### src/rtl/mmspi_pkg.sv
package mmspi_pkg;

    typedef enum logic [2:0] {
        ST_IDLE,
        ST_HDR,
        ST_DUMMY,
        ST_DATA,
        ST_FIN,
        ST_ERR
    } seq_state_t;

    typedef enum logic [1:0] {
        LN_X1  = 2'd0,
        LN_X2  = 2'd1,
        LN_RSV = 2'd2,
        LN_X4  = 2'd3
    } lane_mode_t;

    // field order sets bit positions: lanes 13:12, dummy 11:10, addr 9:8, opcode 7:0
    typedef struct packed {
        lane_mode_t  lanes;
        logic [1:0]  dummy_bytes;
        logic [1:0]  addr_bytes_m1;
        logic [7:0]  opcode;
    } rd_setup_t;

    localparam int SETUP_W = $bits(rd_setup_t);

endpackage

### src/rtl/mmspi_cfg_regs.sv
module mmspi_cfg_regs
    import mmspi_pkg::*;
#(
    parameter int NUM_CS = 4,
    parameter int CFG_AW = 3
) (
    input  logic               clk,
    input  logic               rst_n,
    input  logic               cfg_wr,
    input  logic [CFG_AW-1:0]  cfg_addr,
    input  logic [SETUP_W-1:0] cfg_wdata,
    output rd_setup_t          setup_tbl [NUM_CS],
    output logic               mm_en
);

    for (genvar g = 0; g < NUM_CS; g++) begin : g_setup
        rd_setup_t word_q;
        always_ff @(posedge clk or negedge rst_n) begin
            if (!rst_n) begin
                word_q <= '0;
            end else if (cfg_wr && cfg_addr == CFG_AW'(g)) begin
                word_q <= rd_setup_t'(cfg_wdata);
            end
        end
        assign setup_tbl[g] = word_q;
    end

    always_ff @(posedge clk or negedge rst_n) begin
        if (!rst_n) begin
            mm_en <= 1'b0;
        end else if (cfg_wr && cfg_addr == CFG_AW'(NUM_CS)) begin
            mm_en <= cfg_wdata[0];
        end
    end

endmodule

### src/rtl/mmspi_rx_pack.sv
module mmspi_rx_pack
    import mmspi_pkg::*;
(
    input  logic        clk,
    input  logic        rst_n,
    input  logic        clear,
    input  logic        cap,
    input  lane_mode_t  lanes,
    input  logic [3:0]  io_i,
    output logic [31:0] word
);

    logic [31:0] stream_q;

    always_ff @(posedge clk or negedge rst_n) begin
        if (!rst_n) begin
            stream_q <= '0;
        end else if (clear) begin
            stream_q <= '0;
        end else if (cap) begin
            unique case (lanes)
                LN_X4:   stream_q <= {stream_q[27:0], io_i};
                LN_X2:   stream_q <= {stream_q[29:0], io_i[1:0]};
                default: stream_q <= {stream_q[30:0], io_i[1]};
            endcase
        end
    end

    // first byte received sits at the top of the stream; place it in lane 0
    for (genvar b = 0; b < 4; b++) begin : g_lane
        assign word[8*b +: 8] = stream_q[31-8*b -: 8];
    end

endmodule

### src/rtl/mmspi_seq.sv
module mmspi_seq
    import mmspi_pkg::*;
#(
    parameter int NUM_CS    = 4,
    parameter int CS_W      = 2,
    parameter int ADDR_W    = 16,
    parameter int WIN_BYTES = 32768
) (
    input  logic              clk,
    input  logic              rst_n,
    input  logic              mm_en,
    input  rd_setup_t         cur_setup,
    input  logic              bus_req,
    input  logic [ADDR_W-1:0] bus_addr,
    input  logic [CS_W-1:0]   cs_sel,
    output logic              bus_done,
    output logic              bus_err,
    output logic              spi_sclk,
    output logic [NUM_CS-1:0] spi_cs_n,
    output logic [3:0]        spi_io_o,
    output logic [3:0]        spi_io_oe,
    output logic              rx_clear,
    output logic              rx_cap,
    output lane_mode_t        rx_lanes
);

    localparam int CNT_W = 6;
    localparam int TX_W  = 40;

    seq_state_t        state_q, state_d;
    logic              phase_q;
    logic [CNT_W-1:0]  cnt_q;
    logic [TX_W-1:0]   tx_q;
    logic [1:0]        dummy_q;
    lane_mode_t        lanes_q;
    logic [CS_W-1:0]   cs_q;

    logic accept, out_of_win, bit_end, last_bit, on_wire;

    function automatic logic [CNT_W-1:0] beats_m1(lane_mode_t m);
        unique case (m)
            LN_X4:   return CNT_W'(7);
            LN_X2:   return CNT_W'(15);
            default: return CNT_W'(31);
        endcase
    endfunction

    assign out_of_win = (33'(bus_addr) + 33'd4) > 33'(WIN_BYTES);
    assign accept     = (state_q == ST_IDLE) && bus_req;
    assign bit_end    = on_wire && phase_q;
    assign last_bit   = bit_end && (cnt_q == '0);

    // state register
    always_ff @(posedge clk or negedge rst_n) begin
        if (!rst_n) state_q <= ST_IDLE;
        else        state_q <= state_d;
    end

    // next state
    always_comb begin
        state_d = state_q;
        unique case (state_q)
            ST_IDLE:  if (bus_req) state_d = (!mm_en || out_of_win) ? ST_ERR : ST_HDR;
            ST_HDR:   if (last_bit) state_d = (dummy_q != 2'd0) ? ST_DUMMY : ST_DATA;
            ST_DUMMY: if (last_bit) state_d = ST_DATA;
            ST_DATA:  if (last_bit) state_d = ST_FIN;
            ST_FIN:   state_d = ST_IDLE;
            ST_ERR:   state_d = ST_IDLE;
            default:  state_d = ST_IDLE;
        endcase
    end

    // datapath: shifter, bit counter, latched request fields
    always_ff @(posedge clk or negedge rst_n) begin
        if (!rst_n) begin
            phase_q <= 1'b0;
            cnt_q   <= '0;
            tx_q    <= '0;
            dummy_q <= '0;
            lanes_q <= LN_X1;
            cs_q    <= '0;
        end else if (accept) begin
            phase_q <= 1'b0;
            cnt_q   <= CNT_W'({cur_setup.addr_bytes_m1, 3'b000}) + CNT_W'(15);
            tx_q    <= {cur_setup.opcode,
                        32'(bus_addr) << {2'd3 - cur_setup.addr_bytes_m1, 3'b000}};
            dummy_q <= cur_setup.dummy_bytes;
            lanes_q <= cur_setup.lanes;
            cs_q    <= cs_sel;
        end else if (on_wire) begin
            phase_q <= ~phase_q;
            if (bit_end) begin
                if (state_q == ST_HDR) tx_q <= {tx_q[TX_W-2:0], 1'b0};
                if (cnt_q != '0)
                    cnt_q <= cnt_q - CNT_W'(1);
                else if (state_q == ST_HDR && dummy_q != 2'd0)
                    cnt_q <= CNT_W'({dummy_q, 3'b000}) - CNT_W'(1);
                else
                    cnt_q <= beats_m1(lanes_q);
            end
        end else begin
            phase_q <= 1'b0;
        end
    end

    // outputs
    always_comb begin
        on_wire   = 1'b0;
        bus_done  = 1'b0;
        bus_err   = 1'b0;
        spi_io_oe = 4'b0000;
        unique case (state_q)
            ST_HDR: begin
                on_wire   = 1'b1;
                spi_io_oe = 4'b0001;
            end
            ST_DUMMY, ST_DATA: on_wire = 1'b1;
            ST_FIN:  bus_done = 1'b1;
            ST_ERR: begin
                bus_done = 1'b1;
                bus_err  = 1'b1;
            end
            default: ;
        endcase
    end

    assign spi_sclk = on_wire && phase_q;
    assign spi_io_o = {3'b000, tx_q[TX_W-1]};
    assign rx_clear = accept;
    assign rx_cap   = (state_q == ST_DATA) && phase_q;
    assign rx_lanes = lanes_q;

    for (genvar g = 0; g < NUM_CS; g++) begin : g_cs
        assign spi_cs_n[g] = !(on_wire && cs_q == CS_W'(g));
    end

endmodule

### src/rtl/mmspi_read_engine.sv
module mmspi_read_engine
    import mmspi_pkg::*;
#(
    parameter  int NUM_CS    = 4,
    parameter  int ADDR_W    = 16,
    parameter  int WIN_BYTES = 32768,
    localparam int CS_W      = (NUM_CS > 1) ? $clog2(NUM_CS) : 1,
    localparam int CFG_AW    = $clog2(NUM_CS + 1)
) (
    input  logic               clk,
    input  logic               rst_n,
    input  logic               cfg_wr,
    input  logic [CFG_AW-1:0]  cfg_addr,
    input  logic [SETUP_W-1:0] cfg_wdata,
    input  logic [CS_W-1:0]    mm_cs_sel,
    input  logic               bus_req,
    input  logic [ADDR_W-1:0]  bus_addr,
    output logic               bus_done,
    output logic               bus_err,
    output logic [31:0]        bus_rdata,
    output logic               spi_sclk,
    output logic [NUM_CS-1:0]  spi_cs_n,
    output logic [3:0]         spi_io_o,
    output logic [3:0]         spi_io_oe,
    input  logic [3:0]         spi_io_i
);

    rd_setup_t  setup_tbl [NUM_CS];
    logic       mm_en;
    logic       rx_clear, rx_cap;
    lane_mode_t rx_lanes;

    mmspi_cfg_regs #(.NUM_CS(NUM_CS), .CFG_AW(CFG_AW)) i_cfg (
        .clk       (clk),
        .rst_n     (rst_n),
        .cfg_wr    (cfg_wr),
        .cfg_addr  (cfg_addr),
        .cfg_wdata (cfg_wdata),
        .setup_tbl (setup_tbl),
        .mm_en     (mm_en)
    );

    mmspi_seq #(
        .NUM_CS    (NUM_CS),
        .CS_W      (CS_W),
        .ADDR_W    (ADDR_W),
        .WIN_BYTES (WIN_BYTES)
    ) i_seq (
        .clk       (clk),
        .rst_n     (rst_n),
        .mm_en     (mm_en),
        .cur_setup (setup_tbl[mm_cs_sel]),
        .bus_req   (bus_req),
        .bus_addr  (bus_addr),
        .cs_sel    (mm_cs_sel),
        .bus_done  (bus_done),
        .bus_err   (bus_err),
        .spi_sclk  (spi_sclk),
        .spi_cs_n  (spi_cs_n),
        .spi_io_o  (spi_io_o),
        .spi_io_oe (spi_io_oe),
        .rx_clear  (rx_clear),
        .rx_cap    (rx_cap),
        .rx_lanes  (rx_lanes)
    );

    mmspi_rx_pack i_rx (
        .clk   (clk),
        .rst_n (rst_n),
        .clear (rx_clear),
        .cap   (rx_cap),
        .lanes (rx_lanes),
        .io_i  (spi_io_i),
        .word  (bus_rdata)
    );

endmodule

### config.mk
export PLATFORM = sky130hd
export DESIGN_NAME = mmspi_read_engine
export DESIGN_NICKNAME = d
export VERILOG_FILES = /design/src/rtl/mmspi_pkg.sv /design/src/rtl/mmspi_cfg_regs.sv /design/src/rtl/mmspi_rx_pack.sv /design/src/rtl/mmspi_seq.sv /design/src/rtl/mmspi_read_engine.sv
export SDC_FILE = /design/constraint.sdc
export NUM_CORES = 1
export LEC_CHECK = 0
export BUFFER_PORTS_ARGS = -buffer_cell sky130_fd_sc_hd__buf_2
export CAP_MARGIN = 20
export CORE_MARGIN = 2
export CORE_UTILIZATION = 63
export CTS_CLUSTER_SIZE = 10
export DETAILED_ROUTE_END_ITERATION = 12
export PLACE_DENSITY_LB_ADDON = 0.08
export SLEW_MARGIN = 10
export SYNTH_ARGS = -nofsm -noshare
export SYNTH_HDL_FRONTEND = slang
export SYNTH_SLANG_ARGS = --single-unit
export TNS_END_PERCENT = 100
### constraint.sdc
create_clock -name clk -period 3.7 [get_ports clk]
set_input_delay 0.925 -clock clk [delete_from_list [all_inputs] [get_ports clk]]
set_output_delay 0.925 -clock clk [all_outputs]
set_load 0.005 [all_outputs]
Word level (Yosys, flattened, before mapping)
Index checks and enable logic that the tools add are counted.
- eq/ne operators: 18
- reductions and logical operators: 35
- multiplexer cells: 29
- add/sub/neg operators: 5
- $lt $le $gt $ge: 2
- bitwise operators: 2
- shift-type cells: 1
- operators by type and width (kind ; number):
    two-way mux 40 bit ; 4
    two-way mux 32 bit ; 2
    case mux 32 bit (2 select lines) ; 1
    > comparator 33 x 16 -> 1 bit, second input constant ; 1
    << shifter 16 x 5 -> 32 bit ; 1
    two-way mux 6 bit ; 5
    binary-select mux 14 bit (select 2 bit) ; 1
    two-way mux 14 bit ; 2
    adder 16 x 3 -> 17 bit, second input constant ; 1
    two-way mux 3 bit ; 5
    logical AND 1 bit ; 14
    == test 3 x 2 -> 1 bit, second input constant ; 4
    case mux 3 bit (4 select lines) ; 1
    case mux 5 bit (2 select lines) ; 1
    nonzero test 2 bit ; 5
    == test 3 bit, second input constant ; 3
    two-way mux 1 bit ; 7
    adder 5 x 4 -> 6 bit, second input constant ; 1
    == test 2 bit, second input constant ; 3
    == test 3 x 1 -> 1 bit, second input constant ; 2
    logical NOT 3 bit ; 2
    logical NOT 6 bit ; 1
    inequality test 2 x 1 -> 1 bit, second input constant ; 3
    nonzero test 6 bit ; 1
    16 further kinds ; 21
- input bits: 43
- flip-flop bits (word level): 145
- output and inout bits: 47
- logic and storage cells: 117

Depth between registers and ports, before layout
Gate-level depths: netlist of the first run.
- depth after elaboration: 7
- gate-level depth with buffers: 7
- depth with buffers taken out: 7

Modules after synthesis
Synthesis of the first run repeated with hierarchy kept, for this count alone.
- cells, all modules: 656
- area, all modules: 7747.4 µm²
- modules (own cells, without submodules) (module ; times used ; seq. area each (µm²) ; cells an instance ; area an instance (µm²)):
    mmspi_seq ; 1 ; 1401.3 ; 332 ; 3101.7
    mmspi_cfg_regs ; 1 ; 1426.4 ; 125 ; 2180.8
    mmspi_rx_pack ; 1 ; 800.8 ; 182 ; 2098.3
    mmspi_read_engine ; 1 ; 0.0 ; 17 ; 366.6

Worst setup path before layout of the first run
OpenSTA, ideal clock, no wires.
- path kind: input to register
- start: input mm_cs_sel[0]
- end: register i_seq.cnt_q[4]
- data arrival time: 2.190 ns
- buffers on the path: 1
- cell stages on the path: 4
- path slack: 1.384 ns
- setup time: 0.126 ns
- required time: 3.574 ns
- cells stage by stage: buf_6 mux4_2 ha_1 a221o_1
- longest elaborated chain between the ends: 6
- ends and longest elaborated chain (item ; RTL line ; source):
    start, declared ; mmspi_read_engine.sv:15 ; input logic [CS_W-1:0] mm_cs_sel,
    NOT 2 -> 3 bit (implied by the code) ; mmspi_read_engine.sv:52 ; .cur_setup (setup_tbl[mm_cs_sel]),
    binary-select mux 14 bit (select 2 bit) ; mmspi_read_engine.sv:52 ;
    two-way mux 14 bit (implied by the code) (2 in a row) ; mmspi_read_engine.sv:52 ;
    adder 5 x 4 -> 6 bit ; mmspi_seq.sv:84 ; cnt_q <= CNT_W'({cur_setup.addr_bytes_m1, 3'b000}) + CNT_W'(15);
    two-way mux 6 bit ; mmspi_seq.sv:82 ; end else if (accept) begin
    end signal, assigned ; mmspi_seq.sv:84 ;
    end signal, assigned ; mmspi_seq.sv:95 ; cnt_q <= cnt_q - CNT_W'(1);
    end signal, assigned ; mmspi_seq.sv:97 ; cnt_q <= CNT_W'({dummy_q, 3'b000}) - CNT_W'(1);
    end, declared ; mmspi_seq.sv:32 ; logic [CNT_W-1:0] cnt_q;
No other way between the ends. The select of a mux whose other input is x is not followed.
A chain may end at the register's enable or synchronous reset.

Final worst setup path of the first run
- start: register i_seq.state_q[1]
- end: output spi_cs_n[0]
- longest elaborated chain between the ends: 5
- elaborated cells on any way between the ends: 7
- classes of those cells: eq/ne (3); mux (1); reduce/logical (3)
- ends and longest elaborated chain (item ; RTL line ; source):
    start, declared ; mmspi_seq.sv:30 ; seq_state_t state_q, state_d;
    start signal, assigned ; mmspi_seq.sv:56 ; else state_q <= state_d;
    == test 3 x 2 -> 1 bit or == test 3 x 1 -> 1 bit (tied branches) ; mmspi_seq.sv:112 ; unique case (state_q)
    OR reduction 3 bit (no line) * ; - ;
    two-way mux 1 bit * ; mmspi_seq.sv:112 ;
    logical AND 1 bit * ; mmspi_seq.sv:134 ; assign spi_cs_n[g] = !(on_wire && cs_q == CS_W'(g));
    logical NOT 1 bit * ; mmspi_seq.sv:134 ;
    end, declared ; mmspi_read_engine.sv:22 ; output logic [NUM_CS-1:0] spi_cs_n,
Every way passes the cells marked *; elsewhere a longest branch is shown, timed or not.

==> results.cfg, run 1 <==
[die]
initial_utilization_pct = 64.27
ioPinCount = 90
rows = 39
dieArea_mm2 = 0.01242
die_h_um = 111.5
core_mm2 = 0.01132
fp.dieW_um = 111.5

[critical_path]
critPathKind = reg -> out
reg2reg_setup_slack_ps = 1300
r2r_cells = 5
crit_arrival_ps = 1860
worstPathRequired_ps = 2770
cp_max_fo = 12
timing.rr.start = i_seq.state_q[1]$_DFFE_PN0P_
start_kind = flop
reg2reg_to = i_seq.tx_q[10]$_DFFE_PN0P_
cp-end-kind = primary output

[power_and_ir_drop]
irDropWorstVdd_mv = 0.5690
power.switching_mw = 2.502
p_sw_share_pct = 37.28
seqPwrFrac_pct = 38.9
p_leak_nw = 3.800
internal-power_mw = 4.211
clkPwrFrac_pct = 25.1
p_per_area_mw_per_mm2 = 805.8
combPwrFrac_pct = 36.0

[route]
via_per_inst = 5.982
post_drt_wl_per_cell_um = 17.56
dr.pass1.iters = 5
detail-route-antenna-nets = 0
initialDrtViolationCount = 560
dr_total_vias = 5426
wirelength_um = 15930
drc = 0

[layout]
fillers = 803
layout.nets = 799
final_cell_area_mm2 = 0.008330
areaGrowthSynthToFinish_pct = 14.50
post_route_cells_drive_above_1_share_pct = 25.16

[place]
dpl_cell_area_mm2 = 0.007747
numPortBuffers = 83
place_congestion = 0.8796
hpwl_um = 10740
dp_slack_ps = 989.2

[clocking]
cts_tree = done
h-tree-depth = 4
clock-root-buffer = clkbuf_16
cts_resized = 0
cts_hold_buf = 0
clockBufferDepth = 2
cts_buffers = 17
cts_setup_buffers = 0
clkSinkCount = 145
clk_latency_ps = 430
clk_pin_slew_ps = 60

[worst_hold_path]
min_from = i_seq.rx_lanes[1]$_DFFE_PN0P_
hold_end = i_seq.rx_lanes[1]$_DFFE_PN0P_
min_path_type = reg -> reg
hold_depth = 2

[global_routing]
track_usage_pct = 26.99
grt_pass1_wl_um = 26650
grt_antenna_before_repair = 1
grt_pass1_vias = 5308
grt.overflow.total = 0
grt_start_max_net_pins = 74

[synthesis]
ys_warn_count = 0
synth-main-ff-cell = dfrtp_1
synthCells = 681
ys_seq_elements = 145
synth_cell_types = 51
syn_avg_cell_area_um2 = 10.68
ys_seq_area_share_pct = 49.87
ys_async_sr_fraction_pct = 100.0
synth-edff-count = 0
mappedNetlistArea_mm2 = 0.007276

[flow_run]
drv_cap = 0

[timing]
setup_viol = 0
fin_skew_ps = 5.491
relSlewSlack_pct = 46.92
fin_tns_setup_ps = 0
rsz0062_at_grt = false
hold_violations = 0
finalCriticalPeriod_ps = 2789
slew_violations = 0
post-route-period-util_pct = 75.39
max_freq_mhz = 358.5
worst_slack_ps = 910.6
worst_pin_slew_ps = 794.4

[outcome]
status = finished clean
per-stage QoR:
| stage | total power [mW] | hold WS (ps) | instances | util (%) |
|---|---|---|---|---|
| global placement | 4.936 | 459.1 | 875 | 68.44 |
| CTS | 6.745 | 478.8 | 906 | 73.56 |
| global route | 7.186 | 506.5 | 907 | 73.59 |
| finish | 6.713 | 480.6 | 907 | 73.59 |
| detailed placement | 5.043 | 463.7 | 875 | 68.44 |
| floorplan | 4.309 | 452.4 | 686 | - |
flip-flops by register name, summed over array words and instances (netlist names):
signal / flops
i_cfg.mm_en: 1
i_cfg.setup_tbl: 56
i_rx.stream_q: 32
i_seq.cnt_q: 6
i_seq.cs_q: 2
i_seq.dummy_q: 2
i_seq.phase_q: 1
i_seq.rx_lanes: 2
i_seq.state_q: 3
i_seq.tx_q: 40
routing by layer:
layer / track usage (%) / up-vias / wire (um)
met1: 37.76 / 2699 / 7011
met3: 7.131 / 16 / 949
met5: 0 / - / 0
met4: 9.053 / 0 / 201
li1: - / 2554 / -
met2: 41.67 / 157 / 7763
kinds of logic after synthesis:
kind of cell,count (synthesis),synth area share [%]
compound gates,143,11.80
xor+xnor,1,0.1204
fa+ha+maj,5,0.8598
buf+inv,61,4.196
flops,145,49.87
mux,129,21.10
other cells,1,0.05154
simple gates,196,12.00
Yosys cell counts (all sizes together), types with 2 or more instances:
library cell	count	area, um2
a21oi	13	65.06
a221o	9	90.09
a22oi	7	52.55
a31oi	7	43.79
buf	37	215.2
clkbuf	12	45.04
dfrtp	145	3628
ha	5	62.56
inv	12	45.04
mux2	55	619.3
mux2i	60	600.6
mux4	14	315.3
nand2	133	506.7
nand2b	6	37.54
nand3	10	55.05
nand4	2	12.51
nor2	31	126.4
nor2b	2	15.02
nor4	3	25.02
nor4b	3	56.31
o211ai	3	22.52
o21ai	83	419.2
o22ai	11	68.82
o31ai	4	43.79
or3	2	12.51
cell type report:
class	instances	area, um2	share of cell area [%]
Clock inverter	14	155.1	1.862
Antenna cell	1	2.502	0.03004
Multi-Input combinational cell	480	3371	40.46
Sequential cell	145	3628	43.56
Tap cell	143	178.9	2.148
Clock buffer	17	425.4	5.107
Inverter	12	45.04	0.5407
Timing Repair Buffer	95	524.3	6.293
worst max-delay path, cell delays in order, from the launching register on:
cell	delay [ps]
dfrtp_1	660
o21ai_0	270
or3_1	370
buf_2	140
power by group through the flow:
stage,clock (mW),combinational [mW],sequential (mW)
floorplan,0,1.82,2.49
global placement,0,2.35,2.59
detailed placement,0,2.42,2.63
CTS,1.71,2.43,2.60
global route,1.79,2.71,2.68
finish,1.69,2.42,2.61
worst max-delay path by stage:
stage	start	endpoint	slack, ps	depth (start not counted)
5_1_grt	i_seq.state_q[1]$_DFFE_PN0P_	spi_cs_n[0]	830	3
2_1_floorplan	mm_cs_sel[0]	i_seq.cnt_q[4]$_DFFE_PN0P_	1380	4
3_3_place_gp	mm_cs_sel[1]	i_seq.cnt_q[4]$_DFFE_PN0P_	1020	5
6_report	i_seq.state_q[1]$_DFFE_PN0P_	spi_cs_n[0]	910	3
3_5_place_dp	mm_cs_sel[1]	i_seq.cnt_q[4]$_DFFE_PN0P_	990	5
4_1_cts	i_seq.state_q[1]$_DFFE_PN0P_	spi_cs_n[0]	890	3
layout by cell type, fill, tap and decap left out, types with 2 or more instances in the layout:
cell        synthesis  routed
ha_1                5       5
inv_1              12      12
nor4_1              2       2
o21ai_1            47      47
o31ai_1             3       3
mux4_2             14      14
nand2_1           132     132
o22ai_1            11      11
mux2_1             15      15
mux2_2             40      40
o21ai_0            35      35
conb_1              1       6
nand4_1             2       2
dfrtp_1           145     145
a221o_1             9       9
or3_1               2       2
nor4b_4             2       2
buf_2              22      82
clkinv_2            0       2
nand3_1             9       9
inv_6               0       4
mux2i_1            60      60
clkinvlp_4          0       2
nor2_2              1       2
clkbuf_16           0      17
o211ai_1            3       3
clkinv_4            0       4
a31oi_1             7       7
nor2_4              1       2
nor2_1             29      27
buf_4              11      11
nand2b_1            6       6
a22oi_1             7       7
bufinv_16           0       2
a21oi_1            13      13
Power figures use the tool's default switching activity.
==> run 2: changes to the inputs <==
- ABC_AREA: not set -> 1
- CORE_UTILIZATION: 63 -> 53
- clock period: 3.7 -> 2.3 ns (I/O delays scaled with it)
==> results.cfg, run 2 <==
[die]
die_h_um = 121.7
ioPinCount = 90
dieArea_mm2 = 0.01481
core_mm2 = 0.01372
fp.dieW_um = 121.7
initial_utilization_pct = 53.52
rows = 43

[critical_path]
max_stage_delay_ps = 470
start_kind = flop
reg2reg_to = i_seq.tx_q[39]$_DFFE_PN0P_
path_cells = nor2_2 -> nor2_4 -> inv_2 -> nor2_1 -> buf_2
cp_max_fo = 7
cp-end-kind = primary output
timing.rr.start = i_seq.state_q[1]$_DFFE_PN0P_
r2r_cells = 7
critPathKind = reg -> out
worstPathRequired_ps = 1730
cpMaxStageDelayCell = dfrtp_1
crit_arrival_ps = 1520
reg2reg_setup_slack_ps = 380

[clocking]
cts_buffers = 17
clock-root-buffer = clkbuf_16
clkSinkCount = 145
clk_pin_slew_ps = 60
clockBufferDepth = 2
clk_latency_ps = 420
cts_setup_buffers = 0
cts_tree = done
h-tree-depth = 4

[timing]
fin_skew_ps = 7.215
setup_viol = 0
max_freq_mhz = 476.5
post-route-period-util_pct = 91.25
finalCriticalPeriod_ps = 2099
worst_slack_ps = 201.4
hold_violations = 0
slew_violations = 0
rsz0062_at_grt = false
fin_tns_setup_ps = 0

[global_routing]
grt.overflow.total = 0
grt_start_max_net_pins = 64
track_usage_pct = 25.36
grt_pass1_vias = 6045
grt_antenna_before_repair = 0
grt_pass1_wl_um = 29710

[layout]
post_route_cells_drive_above_1_share_pct = 15.48
areaGrowthSynthToFinish_pct = 16.20
mostFrequentLayoutCells = nand2_1 (228), dfrtp_1 (145), o21ai_0 (95)
fin_util_pct = 62.20
largest_reg_flops = 56
antennaDiodeCount = 0
layout.nets = 1038
final_common_cell = nand2_1

[place]
place_congestion = 0.8664
hpwl_um = 11970
numPortBuffers = 83
dp_slack_ps = 247.7

[synthesis]
synth-edff-count = 0
ys_seq_elements = 145
ys_seq_area_share_pct = 49.41
mappedNetlistArea_mm2 = 0.007343
synth_cell_types = 33
synth_area_leader_cell = dfrtp_1
synth-main-ff-cell = dfrtp_1
ys_warn_count = 0
synthTopCellsByArea = dfrtp_1 (49%), nand2_1 (12%), o21ai_0 (6.5%), inv_1 (4.4%), o221ai_1 (3.6%)
yosys.area.top_type_share_pct = 49.41
synth.most_common_cell = nand2_1
synthCells = 916
syn_avg_cell_area_um2 = 8.017
synth_top_cells_by_count = nand2_1 (228), dfrtp_1 (145), o21ai_0 (95)
ys_async_sr_fraction_pct = 100.0

[route]
via_per_inst = 5.471
post_drt_wl_per_cell_um = 15.10
drc = 0
dr_total_vias = 6461
detail-route-antenna-nets = 0
initialDrtViolationCount = 683
wirelength_um = 17830
dr.pass1.iters = 5

[power_and_ir_drop]
seqPwrFrac_pct = 38.2
combPwrFrac_pct = 36.4
power.switching_mw = 4.105
clkPwrFrac_pct = 25.4
p_per_area_mw_per_mm2 = 1271
p_sw_share_pct = 37.86
internal-power_mw = 6.739
irDropWorstVdd_mv = 0.5711
p_leak_nw = 4.130

[outcome]
status = finished clean

[flow_run]
drv_cap = 0

[worst_hold_path]
min_path_type = in -> async
==> run 2: per-stage QoR <==
stage	cells	cell area (um2)	hold WS, ps	power, mW
CTS	1181	8528	18.36	10.88
detailed placement	1151	7945	468.1	8.094
global placement	1151	7945	461.8	8.037
global route	1181	8533	22.49	11.63
finish	1181	8533	26.28	10.84
floorplan	921	7362	279.4	6.888
==> run 2: worst max path at each step <==
| stage | startpoint | end | slack [ps] | cells after the start |
|---|---|---|---|---|
| 2_1_floorplan | mm_cs_sel[0] | i_seq.cnt_q[4]$_DFFE_PN0P_ | 420 | 9 |
| 3_3_place_gp | bus_addr[3] | i_seq.state_q[2]$_DFFE_PN0P_ | 260 | 12 |
| 3_5_place_dp | bus_addr[2] | i_seq.state_q[2]$_DFFE_PN0P_ | 250 | 12 |
| 4_1_cts | i_seq.state_q[1]$_DFFE_PN0P_ | spi_sclk | 80 | 5 |
| 5_1_grt | i_seq.state_q[1]$_DFFE_PN0P_ | spi_sclk | 80 | 5 |
| 6_report | i_seq.state_q[1]$_DFFE_PN0P_ | spi_sclk | 200 | 5 |
==> run 2: area by class of cell <==
| cell class | instances | area [um2] |
|---|---|---|
| Clock buffer | 20 | 446.7 |
| Inverter | 97 | 364.1 |
| Sequential cell | 145 | 3628 |
| Multi-Input combinational cell | 625 | 3103 |
| Fill cell | 1278 | 5186 |
| Tap cell | 180 | 225.2 |
| Clock inverter | 10 | 136.4 |
| Timing Repair Buffer | 104 | 629.4 |
==> run 2: routing by layer <==
layer	vias to the layer above	wire (um)	part of all wire (%)	track usage, %
li1	3227	-	-	-
met1	3018	8636	48	37.64
met2	193	7921	44	37.11
met3	23	1030	5.8	6.180
met4	0	240	1.3	7.399
met5	-	0	0	0
==> run 2: repair_timing <==
| action | CTS | global route |
|---|---|---|
| gates resized for setup | 0 | 1 |
| hold endpoints to repair | 0 | 0 |
| hold buffers | 0 | 0 |
| endpoints found under the setup margin | 0 | 1 |
==> run 2: power by group through the flow <==
stage	clock (mW)	combinational, mW	sequential (mW)
after global routing	2.90	4.48	4.26
after floorplan	0	2.88	4.00
after global placement	0	3.89	4.15
after CTS	2.79	3.96	4.12
after detailed placement	0	3.94	4.15
final	2.76	3.95	4.14
==> run 2: cell families after synthesis <==
kind of cell,count (synthesis),share of synthesized area [%]
XOR/XNOR,3,0.3579
adder cells (fa/ha/maj),5,0.8519
AO/OA/AOI/OAI,267,21.52
buffers and inverters,151,8.656
other,1,0.05107
AND/OR/NAND/NOR,344,19.15
flip-flops,145,49.41
==> run 2: worst max-delay path: cells and delay by family, from the launching register on <==
kind | cells | cell delay, ps
buffers and inverters | 2 | 200
DFF | 1 | 470
and+or+nand+nor | 3 | 430
